--- src/rtl/cfgio_pkg.sv ---
package cfgio_pkg;
  localparam int DATA_W = 32;
  localparam int BE_W   = DATA_W / 8;
  localparam int BUS_W  = 8;
  localparam int DEV_W  = 5;
  localparam int FN_W   = 3;
  localparam int IDX_W  = 6;

  typedef enum logic [1:0] {SZ_BYTE = 2'd0, SZ_WORD = 2'd1, SZ_DWORD = 2'd2} acc_size_e;
  typedef enum logic [1:0] {RT_ADDR = 2'd0, RT_CFG = 2'd1, RT_IO = 2'd2} route_e;
endpackage

--- src/rtl/cfgio_addr_reg.sv ---
module cfgio_addr_reg
  import cfgio_pkg::*;
(
  input  logic              clk,
  input  logic              rst_n,
  input  logic              wr_en,
  input  logic              wr_enable_bit,
  input  logic [BUS_W-1:0]  wr_bus,
  input  logic [DEV_W-1:0]  wr_dev,
  input  logic [FN_W-1:0]   wr_fn,
  input  logic [IDX_W-1:0]  wr_idx,
  output logic              enable,
  output logic [BUS_W-1:0]  bus,
  output logic [DEV_W-1:0]  dev,
  output logic [FN_W-1:0]   fn,
  output logic [IDX_W-1:0]  idx,
  output logic [DATA_W-1:0] rd_value
);
  localparam int PAD_W = DATA_W - 1 - BUS_W - DEV_W - FN_W - IDX_W - 2;

  always_ff @(posedge clk) begin
    if (!rst_n) begin
      enable <= 1'b0;
      bus    <= '0;
      dev    <= '0;
      fn     <= '0;
      idx    <= '0;
    end else if (wr_en) begin
      enable <= wr_enable_bit;
      bus    <= wr_bus;
      dev    <= wr_dev;
      fn     <= wr_fn;
      idx    <= wr_idx;
    end
  end

  assign rd_value = {enable, {PAD_W{1'b0}}, bus, dev, fn, idx, 2'b00};


  addr_hold_chk: assert property (@(posedge clk) disable iff (!rst_n)
    !wr_en |=> $stable(rd_value));
endmodule

--- src/rtl/cfgio_lane_decode.sv ---
module cfgio_lane_decode
  import cfgio_pkg::*;
(
  input  logic [1:0]      port_lo,
  input  logic [1:0]      size,
  output logic [BE_W-1:0] be
);
  always_comb begin
    case (size)
      SZ_BYTE: be = BE_W'(1) << port_lo;
      SZ_WORD: be = port_lo[1] ? 4'b1100 : 4'b0011;
      default: be = '1;
    endcase
  end
endmodule

--- src/rtl/cfgio_route_fsm.sv ---
module cfgio_route_fsm
  import cfgio_pkg::*;
#(
  parameter int PORT_W = 16
) (
  input  logic              clk,
  input  logic              rst_n,
  input  logic              host_req_valid,
  output logic              host_req_ready,
  input  logic              host_req_write,
  input  logic [PORT_W-1:0] host_req_port,
  input  logic [DATA_W-1:0] host_req_wdata,
  input  route_e            route,
  input  logic [BE_W-1:0]   lane_be,
  input  logic [DATA_W-1:0] addr_value,
  output logic              addr_wr,
  output logic              host_rsp_valid,
  input  logic              host_rsp_ready,
  output logic [DATA_W-1:0] host_rsp_rdata,
  output logic              cfg_req_valid,
  input  logic              cfg_req_ready,
  output logic              cfg_cpl_ready,
  input  logic              cfg_cpl_valid,
  input  logic              cfg_cpl_found,
  input  logic [DATA_W-1:0] cfg_cpl_data,
  output logic              io_req_valid,
  input  logic              io_req_ready,
  output logic              io_rsp_ready,
  input  logic              io_rsp_valid,
  input  logic [DATA_W-1:0] io_rsp_data,
  output logic              req_write,
  output logic [PORT_W-1:0] req_port,
  output logic [BE_W-1:0]   req_be,
  output logic [DATA_W-1:0] req_wdata
);
  typedef enum logic [2:0] {S_IDLE, S_CFG_REQ, S_CFG_WAIT, S_IO_REQ, S_IO_WAIT, S_RSP} state_e;

  state_e            state;
  logic [DATA_W-1:0] rdata_q;
  logic              accept;

  assign accept  = (state == S_IDLE) && host_req_valid;
  assign addr_wr = accept && (route == RT_ADDR) && host_req_write;

  always_ff @(posedge clk) begin
    if (!rst_n) begin
      state     <= S_IDLE;
      rdata_q   <= '0;
      req_write <= 1'b0;
      req_port  <= '0;
      req_be    <= '0;
      req_wdata <= '0;
    end else begin
      case (state)
        S_IDLE: if (host_req_valid) begin
          req_write <= host_req_write;
          req_port  <= host_req_port;
          req_be    <= lane_be;
          req_wdata <= host_req_wdata;
          case (route)
            RT_ADDR: begin
              rdata_q <= host_req_write ? '0 : addr_value;
              state   <= S_RSP;
            end
            RT_CFG:  state <= S_CFG_REQ;
            default: state <= S_IO_REQ;
          endcase
        end
        S_CFG_REQ: if (cfg_req_ready) state <= S_CFG_WAIT;
        S_CFG_WAIT: if (cfg_cpl_valid) begin
          rdata_q <= req_write ? '0 : (cfg_cpl_found ? cfg_cpl_data : '1);
          state   <= S_RSP;
        end
        S_IO_REQ: if (io_req_ready) state <= S_IO_WAIT;
        S_IO_WAIT: if (io_rsp_valid) begin
          rdata_q <= req_write ? '0 : io_rsp_data;
          state   <= S_RSP;
        end
        S_RSP: if (host_rsp_ready) state <= S_IDLE;
        default: state <= S_IDLE;
      endcase
    end
  end

  assign host_req_ready = (state == S_IDLE);
  assign cfg_req_valid  = (state == S_CFG_REQ);
  assign cfg_cpl_ready  = (state == S_CFG_WAIT);
  assign io_req_valid   = (state == S_IO_REQ);
  assign io_rsp_ready   = (state == S_IO_WAIT);
  assign host_rsp_valid = (state == S_RSP);
  assign host_rsp_rdata = rdata_q;


  cfg_req_hold_chk: assert property (@(posedge clk) disable iff (!rst_n)
    cfg_req_valid && !cfg_req_ready |=> cfg_req_valid && $stable(req_be) && $stable(req_wdata));

  io_req_hold_chk: assert property (@(posedge clk) disable iff (!rst_n)
    io_req_valid && !io_req_ready |=> io_req_valid && $stable(req_port) && $stable(req_be));

  rsp_hold_chk: assert property (@(posedge clk) disable iff (!rst_n)
    host_rsp_valid && !host_rsp_ready |=> host_rsp_valid && $stable(host_rsp_rdata));

  one_owner_chk: assert property (@(posedge clk) disable iff (!rst_n)
    $onehot0({host_req_ready, cfg_req_valid, io_req_valid, host_rsp_valid}));

  missing_dev_chk: assert property (@(posedge clk) disable iff (!rst_n)
    cfg_cpl_ready && cfg_cpl_valid && !cfg_cpl_found && !req_write |=> host_rsp_rdata == '1);
endmodule

--- src/rtl/cfg_portio_unit.sv ---
module cfg_portio_unit
  import cfgio_pkg::*;
#(
  parameter int               PORT_W    = 16,
  parameter logic [PORT_W-1:0] ADDR_PORT = 16'h0CF8,
  parameter logic [PORT_W-1:0] DATA_PORT = 16'h0CFC
) (
  input  logic              clk,
  input  logic              rst_n,
  input  logic              host_req_valid,
  output logic              host_req_ready,
  input  logic              host_req_write,
  input  logic [PORT_W-1:0] host_req_port,
  input  logic [1:0]        host_req_size,
  input  logic [31:0]       host_req_wdata,
  output logic              host_rsp_valid,
  input  logic              host_rsp_ready,
  output logic [31:0]       host_rsp_rdata,
  output logic              cfg_req_valid,
  input  logic              cfg_req_ready,
  output logic              cfg_req_write,
  output logic [7:0]        cfg_req_bus,
  output logic [4:0]        cfg_req_dev,
  output logic [2:0]        cfg_req_fn,
  output logic [5:0]        cfg_req_idx,
  output logic [3:0]        cfg_req_be,
  output logic [31:0]       cfg_req_wdata,
  input  logic              cfg_cpl_valid,
  output logic              cfg_cpl_ready,
  input  logic              cfg_cpl_found,
  input  logic [31:0]       cfg_cpl_data,
  output logic              io_req_valid,
  input  logic              io_req_ready,
  output logic              io_req_write,
  output logic [PORT_W-1:0] io_req_port,
  output logic [3:0]        io_req_be,
  output logic [31:0]       io_req_wdata,
  input  logic              io_rsp_valid,
  output logic              io_rsp_ready,
  input  logic [31:0]       io_rsp_data
);
  logic              en;
  logic [DATA_W-1:0] addr_value;
  logic              addr_wr;
  logic [BE_W-1:0]   lane_be;
  logic              hit_addr, hit_data;
  route_e            route;
  logic              req_write;
  logic [PORT_W-1:0] req_port;
  logic [BE_W-1:0]   req_be;
  logic [DATA_W-1:0] req_wdata;

  assign hit_addr = (host_req_port == ADDR_PORT) && (host_req_size == SZ_DWORD);
  assign hit_data = (host_req_port[PORT_W-1:2] == DATA_PORT[PORT_W-1:2]);

  always_comb begin
    if (hit_addr)            route = RT_ADDR;
    else if (hit_data && en) route = RT_CFG;
    else                     route = RT_IO;
  end

  cfgio_addr_reg u_addr (
    .clk(clk), .rst_n(rst_n), .wr_en(addr_wr),
    .wr_enable_bit(host_req_wdata[31]),
    .wr_bus(host_req_wdata[23:16]), .wr_dev(host_req_wdata[15:11]),
    .wr_fn(host_req_wdata[10:8]), .wr_idx(host_req_wdata[7:2]),
    .enable(en), .bus(cfg_req_bus), .dev(cfg_req_dev), .fn(cfg_req_fn),
    .idx(cfg_req_idx), .rd_value(addr_value)
  );

  cfgio_lane_decode u_lanes (
    .port_lo(host_req_port[1:0]), .size(host_req_size), .be(lane_be)
  );

  cfgio_route_fsm #(.PORT_W(PORT_W)) u_fsm (
    .clk(clk), .rst_n(rst_n),
    .host_req_valid(host_req_valid), .host_req_ready(host_req_ready),
    .host_req_write(host_req_write), .host_req_port(host_req_port),
    .host_req_wdata(host_req_wdata), .route(route), .lane_be(lane_be),
    .addr_value(addr_value), .addr_wr(addr_wr),
    .host_rsp_valid(host_rsp_valid), .host_rsp_ready(host_rsp_ready),
    .host_rsp_rdata(host_rsp_rdata),
    .cfg_req_valid(cfg_req_valid), .cfg_req_ready(cfg_req_ready),
    .cfg_cpl_ready(cfg_cpl_ready), .cfg_cpl_valid(cfg_cpl_valid),
    .cfg_cpl_found(cfg_cpl_found), .cfg_cpl_data(cfg_cpl_data),
    .io_req_valid(io_req_valid), .io_req_ready(io_req_ready),
    .io_rsp_ready(io_rsp_ready), .io_rsp_valid(io_rsp_valid),
    .io_rsp_data(io_rsp_data),
    .req_write(req_write), .req_port(req_port), .req_be(req_be), .req_wdata(req_wdata)
  );

  assign cfg_req_write = req_write;
  assign cfg_req_be    = req_be;
  assign cfg_req_wdata = req_wdata;
  assign io_req_write  = req_write;
  assign io_req_port   = req_port;
  assign io_req_be     = req_be;
  assign io_req_wdata  = req_wdata;


  byte_lane_chk: assert property (@(posedge clk) disable iff (!rst_n)
    host_req_valid && host_req_ready && host_req_size == SZ_BYTE |-> $countones(lane_be) == 1);

  word_lane_chk: assert property (@(posedge clk) disable iff (!rst_n)
    host_req_valid && host_req_ready && host_req_size == SZ_WORD |-> $countones(lane_be) == 2);

  no_cfg_when_off_chk: assert property (@(posedge clk) disable iff (!rst_n)
    host_req_valid && host_req_ready && !en |=> !cfg_req_valid);

  addr_ro_bits_chk: assert property (@(posedge clk) disable iff (!rst_n)
    $past(addr_wr) |-> addr_value[30:24] == 7'd0 && addr_value[1:0] == 2'd0);
endmodule

--- config.mk ---
export PLATFORM = sky130hd
export DESIGN_NAME = cfg_portio_unit
export DESIGN_NICKNAME = d
export VERILOG_FILES = /design/src/rtl/cfgio_pkg.sv /design/src/rtl/cfgio_addr_reg.sv /design/src/rtl/cfgio_lane_decode.sv /design/src/rtl/cfgio_route_fsm.sv /design/src/rtl/cfg_portio_unit.sv
export SDC_FILE = /design/constraint.sdc
export NUM_CORES = 1
export LEC_CHECK = 0
export ABC_AREA = 1
export BUFFER_PORTS_ARGS = -buffer_cell sky130_fd_sc_hd__buf_2
export CAP_MARGIN = 20
export CELL_PAD_IN_SITES_DETAIL_PLACEMENT = 0
export CELL_PAD_IN_SITES_GLOBAL_PLACEMENT = 1
export CORE_UTILIZATION = 30
export DETAILED_ROUTE_END_ITERATION = 8
export PLACE_DENSITY_LB_ADDON = 0.1
export SKIP_CTS_REPAIR_TIMING = 1
export SYNTH_ARGS = -nofsm -noshare
export SYNTH_HDL_FRONTEND = slang
export SYNTH_SLANG_ARGS = --single-unit
--- constraint.sdc ---
create_clock -name clk -period 2 [get_ports clk]
set_clock_uncertainty 0.1 [all_clocks]
set_input_delay 0.2 -clock clk [delete_from_list [all_inputs] [get_ports clk]]
set_output_delay 0.2 -clock clk [all_outputs]
set_load 0.02 [all_outputs]
Word-level counts from Yosys, hierarchy flattened --
Index checks and enable logic that the tools add are counted.
Storage, ports and cells: flip-flop bits (word level) 111, latch bits 0, bits in writable memories 0, memory bits (read-only) 0, input port bits 124, output and inout port bits 150, logic and storage cells 62, memories kept 0
Operators by class: add/subtract/negate cells 0, multiply operators 0, divide/modulo/power cells 0, order comparisons 0, equality and inequality tests 17, shifts and indexed selects 1, multiplexer cells 21, bitwise operators 0, reduce and logical (&&, ||, !) cells 12
Operators by type and width (count):
- two-way mux 32 bit | 8
- case mux 32 bit (3 select lines) | 1
- two-way mux 3 bit | 6
- case mux 3 bit (6 select lines) | 1
- == test 16 x 12 -> 1 bit (second input constant) | 1
- == test 14 x 10 -> 1 bit (second input constant) | 1
- != test 2 x 1 -> 1 bit (second input constant) | 4
- case mux 4 bit (2 select lines) | 1
- == test 3 x 2 -> 1 bit (second input constant) | 2
- == test 3 bit (second input constant) | 2
- != test 2 bit (second input constant) | 3
- case mux 3 bit (2 select lines) | 1
- AND reduction 6 bit | 1
- logical AND 1 bit | 5
- AND reduction 5 bit | 1
- == test 2 x 1 -> 1 bit (second input constant) | 2
- zero test 2 bit | 2
- two-way mux 2 bit | 2
- two-way mux 4 bit | 1
- left shift 1 x 2 -> 4 bit (first input constant) | 1
- == test 3 x 1 -> 1 bit (second input constant) | 1
- zero test 3 bit | 1
- nonzero test 3 bit | 1
- == test 2 bit (second input constant) | 1
- AND reduction 2 bit | 1

Depth between registers and ports, before layout --
Gate-level depths: netlist of the first run.
word-level depth 8, mapped depth 12, depth with buffers taken out 10

Hierarchy --
A second synthesis of the first run with hierarchy kept.
Unflattened totals: cell total of the unflattened synthesis 970, area total of the unflattened synthesis 6262.3 um^2
By module, submodules not included:
- cfgio_route_fsm | times used 1, cells each 717, area each 4618.2 um^2, seq. area each 1761.7 um^2
- cfgio_addr_reg | times used 1, cells each 178, area each 1202.4 um^2, seq. area each 460.4 um^2
- cfg_portio_unit | times used 1, cells each 63, area each 391.6 um^2, seq. area each 0.0 um^2
- cfgio_lane_decode | times used 1, cells each 12, area each 50.0 um^2, seq. area each 0.0 um^2

Worst setup path after synthesis of the first run --
Ideal clock, no wire load.
path type reg-to-reg, from reg u_fsm.state[0], to reg u_fsm.rdata_q[10] (netlist: u_fsm.host_rsp_rdata[10]), setup time 0.112 ns, arrival time 1.654 ns, data required time 1.788 ns, slack 0.134 ns, cell stages (with the launch flop) 12, path buffers 2, period minus slack after synthesis 1.866 ns, cells stage by stage dfxtp_1 -> inv_2 -> nand2_1 -> nor2_2 -> nand2_1 -> nand3_1 -> nor2_4 -> and2_1 -> buf_4 -> buf_6 -> nor2_1 -> nor2_1
Between the ends: word-level cells in the longest chain between the ends 3, elaborated cells on any way between the ends 10, classes of those cells eq/ne: 6; mux: 1; reduce/logical: 3
RTL lines:
- start, declared | line cfgio_route_fsm.sv:38 | state_e state;
- start signal, assigned | line cfgio_route_fsm.sv:47 | state <= S_IDLE;
- start signal, assigned | line cfgio_route_fsm.sv:63 | state <= S_RSP;
- start signal, assigned | line cfgio_route_fsm.sv:65 | RT_CFG: state <= S_CFG_REQ;
- zero test 3 bit (*)
- net host_req_ready | line cfg_portio_unit.sv:11 | output logic host_req_ready,
- != test 2 x 1 -> 1 bit (no line), or another cell as far along
- AND reduction 5 bit (no line)
- end signal, assigned | line cfgio_route_fsm.sv:62 | rdata_q <= host_req_write ? '0 : addr_value;
- end signal, assigned | line cfgio_route_fsm.sv:71 | rdata_q <= req_write ? '0 : (cfg_cpl_found ? cfg_cpl_data : '1);
- end signal, assigned | line cfgio_route_fsm.sv:76 | rdata_q <= req_write ? '0 : io_rsp_data;
- end, declared | line cfgio_route_fsm.sv:39 | logic [DATA_W-1:0] rdata_q;
The timed path passes the listed nets; every way through them passes the cells marked *. A chain may end at the register's enable or synchronous reset.

Worst setup path after layout of the first run --
from reg u_fsm.state[2], to out io_rsp_ready
Between the ends: word-level cells in the longest chain between the ends 1
RTL lines:
- == test 3 bit | line cfgio_route_fsm.sv:89 | assign io_rsp_ready = (state == S_IO_WAIT);
- end, declared | line cfg_portio_unit.sv:39 | output logic io_rsp_ready,
No other way between the ends.

==> metrics.md, run 1 <==
| Metric | Value |
|---|---|
| Switching Fraction | 45.1% |
| Die width | 137 um |
| Via count | 6031 |
| Die area | 0.0188 sq mm |
| Setup_tns | 0 ps |
| Area Overhead vs Synth | 32.2% |
| Core area | 0.0180 sq mm |
| Post-synth top flop | dfxtp_1 |
| Pins Over Slew Limit | 0 |
| Finished Layout Cells | 1320 |
| Via density | 4.57 |
| Worst Setup Path Type | flop to output port |
| Max transition margin | 59.9% |
| Post-DRT Antenna Nets | 0 |
| Syn nets | 984 |
| Critical Path Start Type | flop |
| Clock latency on the worst-skew pair | 350 ps |
| Hold Slack | -9.15 ps |
| Synth unique cells | 22 |
| Clk sink count | 111 |
| IO Pins | 274 |
| HP Class | primary input to flop |
| Pleak | 3.71 nW |
| DRC viols | 0 |
| Actual slew at the worst max-slew pin | 601 ps |
| Psw | 0.00420 W |
| Comb power frac | 50.1% |
| Hpwl dp | 13900 um |
| Register bit total from synthesis | 111 |
| Floorplan row count | 49 |
| Setup WS pre-CTS | 190 ps |
| Tot GR Track Use | 19.9% |
| # port buffers | 273 |
| TritonRoute pass-1 iters | 4 |
| Final wirelength | 19000 um |
| Top cell type's share of synthesized area | 40.5% |
| Crit-path max FO | 24 |
| Final setup margin | 106 ps |
| Final net count | 1210 |
| Layout cell share with drive strength beyond 1 | 30.2% |
| Status | finished, violations left |
| Worst vdd ir | 0.620 mV |
| Tmin final | 1890 ps |
| Final number of setup-violating endpoints | 0 |
| H-tree levels | 3 |
| Unrepaired setup endpoints after global routing | false |
| Post-synth EDFFs | 0 |
| Clock network power share | 19.2% |
| Violated checks | hold timing |
| Most common cell in the netlist | nand2_1 |
| First-pass GRT wire length | 28700 um |
| Cts bufs inserted | 9 |
| Pwr Density | 1280 mW/mm^2 |
| Vias in the first global route | 5377 |
| CP endpoint kind | output port |
| Syn Std Cell Area | 0.00549 sq mm |
| CTS tree | yes |
| Placed cell count | 1297 |
| Share of synthesized registers carrying an async set or reset | 0% |
| Synth warnings | 0 |
| Sequential share of power | 30.7% |
| Tot Pwr | 0.00932 W |
| Clock Tree Root | clkbuf_16 |
| Routability-driven placement congestion ratio | 0.786 |
| Synth Instances | 860 |
| Seq/Total Area, Yosys | 40.5% |
| Die Y | 137 um |
| Clk pin slew, worst setup/hold paths | 80 ps |
| Part of the cycle the worst path needs | 94.7% |
| Avg WL per Cell | 14.4 um |
| Hold Vio Cnt, Final | 10 |
| Initial Utilization | 30.6% |
| Syn Area/Cell | 6.38 sq um |
| Internal power | 0.00512 W |
| Grt ovf | 0 |
| Critical Path RT | 1700 ps |
| WP data arrival | 1590 ps |
| DR iter-0 viols | 232 |
| # Max-Cap Violations | 0 |
| Pin count of the biggest net entering global routing | 57 |
| Clock Path Buffers | 2 |
| Synth area leaders | dfxtp_1 (40%), nand2_1 (17%), nor2_1 (13%), buf_4 (5.5%), nand3_1 (5.5%) |
| Initial antenna violation count | 0 |
| Post-synth top cells | nand2_1 (243), nor2_1 (196), dfxtp_1 (111), nand3_1 (60), a21oi_1 (52) |
| Cell taking the most area after synthesis | dfxtp_1 |
| N_diodes | 0 |
| Max Clk Rate | 528 MHz |
-- power groups by stage --
stage | logic (W) | clock network [W] | registers [W]
floorplan | 0.00289 | 0 | 0.00336
global placement | 0.00470 | 0 | 0.00291
detailed placement | 0.00471 | 0 | 0.00291
CTS | 0.00472 | 0.00186 | 0.00287
global route | 0.00524 | 0.00195 | 0.00293
finish | 0.00467 | 0.00179 | 0.00286
-- stage by stage --
| stage | cell area [sq um] | util [%] |
|---|---|---|
| after floorplan | 5490 | - |
| after global placement | 6890 | 38.3 |
| after detailed placement | 6890 | 38.3 |
| after CTS | 7180 | 40.0 |
| after global routing | 7260 | 40.4 |
| final | 7260 | 40.4 |
-- routing by layer --
metal,routed length (um),track usage [%],share of wire [%],vias to the layer above
met5,0,0,0,-
met4,246,5.68,1.3,0
met3,1050,3.38,5.5,15
met2,8880,32.7,47,175
met1,8830,26.7,46,2711
li1,-,-,-,3130
-- kinds of logic after synthesis --
logic type      Yosys count  share of synthesized area, %
flops                   111                          40.5
buf+inv                 117                          11.2
compound gates           96                          8.94
simple gates            536                          39.3
-- sequential cells by signal (all words and copies together), names as in the netlist --
name / cells
u_addr.fn: 3
u_fsm.host_rsp_rdata: 32
u_fsm.req_write: 1
u_fsm.req_be: 4
u_fsm.req_wdata: 32
u_fsm.req_port: 16
u_fsm.state: 3
u_addr.dev: 5
u_addr.bus: 8
u_addr.idx: 6
u_addr.enable: 1
-- final timing paths --
check / startpoint / endpoint / slack, ps / cells past startpoint
setup / recovery: u_fsm.state[2] / io_rsp_ready / 110 / 4
hold / removal: host_req_wdata[27] / u_fsm.req_wdata[27] / -9 / 3
setup reg to reg: u_fsm.state[2] / u_fsm.host_rsp_rdata[18] / 180 / 10
hold reg to reg: u_fsm.host_rsp_rdata[30] / u_fsm.host_rsp_rdata[30] / 360 / 2
-- cell usage in the layout (no fill, tap or decap), drive strengths merged --
cell type    synthesis  final
o21ai               38     38
nand3               60     60
a21oi               52     52
and2                 1      1
dlygate4sd3          0      7
nor2               201    201
nand2              245    245
inv                 24     27
dfxtp              111    111
a31oi                4      4
clkinv               0      2
clkbuf              46     11
nand3b               1      1
o21a                 2      2
nand4                3      3
nor3                25     25
buf                 47    301
-- worst max-delay path: stages (launching register included) --
cell and delay [ps]:
dfxtp_1 470, inv_2 90, nor2_2 170, buf_4 290
buf_2 220
-- layout make-up --
| cell class | count | area, sq um |
|---|---|---|
| fillers | 2083 | 10700 |
| multi-input cells | 632 | 2660 |
| flip-flops and latches | 111 | 2220 |
| repair buffers | 308 | 1710 |
| well taps | 229 | 287 |
| clock buffers | 11 | 243 |
| inverters | 24 | 92.6 |
| clock inverters | 5 | 48.8 |
Power figures use the tool's default switching activity.
==> run 2: changes to the inputs <==
==> constraint.sdc (replaced) <==
create_clock -name clk -period 2 [get_ports clk]
set_clock_uncertainty 0.1 [all_clocks]
set_input_delay 0.1 -clock clk [delete_from_list [all_inputs] [get_ports clk]]
set_output_delay 0.1 -clock clk [all_outputs]
set_load 0.02 [all_outputs]
==> run 2 against run 1 <==
Compared with the run above:
- the flow still finishes with violations (hold timing)
- register-to-register slack is essentially flat
- sequential power hardly changed
- first-iteration DRC count down 10%
- non-clock buffer count up 39
- routed wire length grew 2.0%
- critical endpoint is now u_addr.dev[0]
- global-route usage decreased by 0.25 points
- via count is 2.5% higher
- largest cell class unchanged
- combinational power rose by 2%
- critical path type is now primary input to flop
- total power increased by 2.2%
==> metrics.md, run 2 (synthesis gave the netlist of run 1 again) <==
| Metric | Value |
|---|---|
| Status | finished, violations left |
| Violated checks | hold timing |
| DR iter-0 viols | 208 |
| Vias in the first global route | 5319 |
| Grt ovf | 0 |
| IO Pins | 274 |
| Clk sink count | 111 |
| Clock Path Buffers | 2 |
| Max Clk Rate | 535 MHz |
| DRC viols | 0 |
| Grt met2 use | 32.8% |
| Final number of setup-violating endpoints | 0 |
| Storage cell area | 0.00222 sq mm |
| Critical Path Start Type | primary input |
| # Max-Cap Violations | 0 |
| Die area | 0.0188 sq mm |
| Internal power | 0.00522 W |
| Worst Setup Path Type | primary input to flop |
| Final wirelength | 19400 um |
| R2R Path Start | u_fsm.state[0] |
| Die Y | 137 um |
| Max transition margin | 60.1% |
| Pwr Density | 1240 mW/mm^2 |
| H-tree levels | 3 |
| Post-DRT Antenna Nets | 0 |
| Tot GR Track Use | 19.7% |
| Hpwl dp | 13800 um |
| FF-to-FF path depth | 10 |
| Crit-path max FO | 22 |
| Via density | 4.55 |
| GR met1 Demand/Resource | 25.2% |
| Pin count of the biggest net entering global routing | 57 |
| Clk pin slew, worst setup/hold paths | 90 ps |
| Avg WL per Cell | 14.3 um |
| Hold Path Depth | 3 |
| Critical Path RT | 2200 ps |
| CP delay by family, top | buffers and inverters |
| WP data arrival | 2070 ps |
| Die width | 137 um |
| Part of the cycle the worst path needs | 93.5% |
| Worst Path Buf+Inv | 4 |
| Highest-count cells in the layout ignoring fill and taps | buf_2 (273), nand2_1 (243), nor2_1 (195) |
| Clock latency on the worst-skew pair | 360 ps |
| R2R setup slack | 180 ps |
| Final net count | 1249 |
| Commonest non-fill, non-tap cell in the layout | buf_2 |
| Area Overhead vs Synth | 40.1% |
| Pins Over Slew Limit | 0 |
| Busiest grt layer | met2 |
| Met3 Use GR | 4.42% |
| # port buffers | 273 |
| Floorplan row count | 49 |
| Actual slew at the worst max-slew pin | 598 ps |
| Layout fillers | 2020 |
| Clock network power share | 19.8% |
| TritonRoute pass-1 iters | 4 |
| CP max-delay cell | dlygate4sd3_1 |
| Layout cell share with drive strength beyond 1 | 29.3% |
| First-pass GRT wire length | 28500 um |
| Placed Instance Area | 0.00687 sq mm |
| Cts bufs inserted | 9 |
| Unrepaired setup endpoints after global routing | false |
| Via count | 6181 |
| Hold Path Sink | u_fsm.req_be[3] |
| Crit-path cells | dlygate4sd3_1, buf_2, nor2_1, nand2_1, nor2_1, nand2_1, buf_12, nor2_2, buf_4, o21ai_0, nor2_1 |
| Initial antenna violation count | 0 |
| N_diodes | 0 |
| Worst vdd ir | 0.616 mV |
| CP peak stage delay | 540 ps |
| CP most frequent cell | nor2_1 |
| Core area | 0.0180 sq mm |
| Final setup margin | 129 ps |
| Finished Cell Area | 0.00769 sq mm |
| Clock Tree Root | clkbuf_16 |
| Sequential share of power | 30.1% |
| Area occupied by multi-input gates | 0.00266 sq mm |
| CTS tree | yes |
| Hold Slack | -1.73 ps |
| HP Class | primary input to flop |
| Comb power frac | 50.1% |
| Setup_tns | 0 ps |
| Routability-driven placement congestion ratio | 0.818 |
| Hold path start | host_req_size[0] |
| Setup WS pre-CTS | 42.2 ps |
| Psw | 0.00431 W |
| Initial Utilization | 30.6% |
| Hold Vio Cnt, Final | 1 |
| Worst r2r dst | u_addr.dev[0] |
| Tmin final | 1870 ps |
| Pleak | 3.88 nW |
| CP endpoint kind | flop |
| Switching Fraction | 45.2% |
## run 2: cell types whose count changed in the layout (fill, tap and decap cells not counted), sizes merged
cell,before,now
dlygate4sd3,7,48
buf,301,299
clkbuf,11,10
clkinv,2,3
## run 2: stage by stage
step,total power [W],hold WS [ps],utilization [%],cells
detailed placement,0.00761,257,38.2,1293
global placement,0.00759,254,38.2,1293
CTS,0.00953,-135,40.0,1309
global route,0.0103,3.49,42.8,1359
finish,0.00953,-1.73,42.8,1359
floorplan,0.00625,142,-,860
## run 2: power groups by stage
stage	registers, W	logic, W	clock network [W]
after floorplan	0.00336	0.00289	0
after global placement	0.00290	0.00469	0
after detailed placement	0.00292	0.00469	0
after CTS	0.00287	0.00471	0.00195
after global routing	0.00293	0.00532	0.00205
final	0.00286	0.00477	0.00189
## run 2: final cells by class
class	count	area share, %
clock buffer	10	3.11
sequential	111	28.9
multi-input combinational	632	34.6
timing repair buffer	347	27.5
inverter	24	1.20
clock inverter	6	0.976
tap	229	3.73
## run 2: per-layer routing
layer  vias up  wire [um]
li1       3214          -
met1      2776       8920
met2       173       9130
met3        18       1090
met4         0        236
met5         -          0
## run 2: how the worst max path moves through the flow
stage | depth (start not counted) | slack [ps] | end | start
3_3_place_gp | 10 | 100 | u_addr.idx[4] | u_fsm.state[0]
5_1_grt | 11 | 10 | u_addr.idx[1] | host_req_port[14]
2_1_floorplan | 11 | 130 | u_fsm.host_rsp_rdata[10] | u_fsm.state[0]
6_report | 11 | 130 | u_addr.dev[0] | host_req_port[14]
4_1_cts | 10 | 10 | u_addr.dev[0] | u_fsm.state[0]
3_5_place_dp | 10 | 40 | u_addr.dev[0] | u_fsm.state[0]
## run 2: worst min-delay path: stages
cell	delay (ps)
buf_2	120
o21ai_0	80
a31oi_1	120
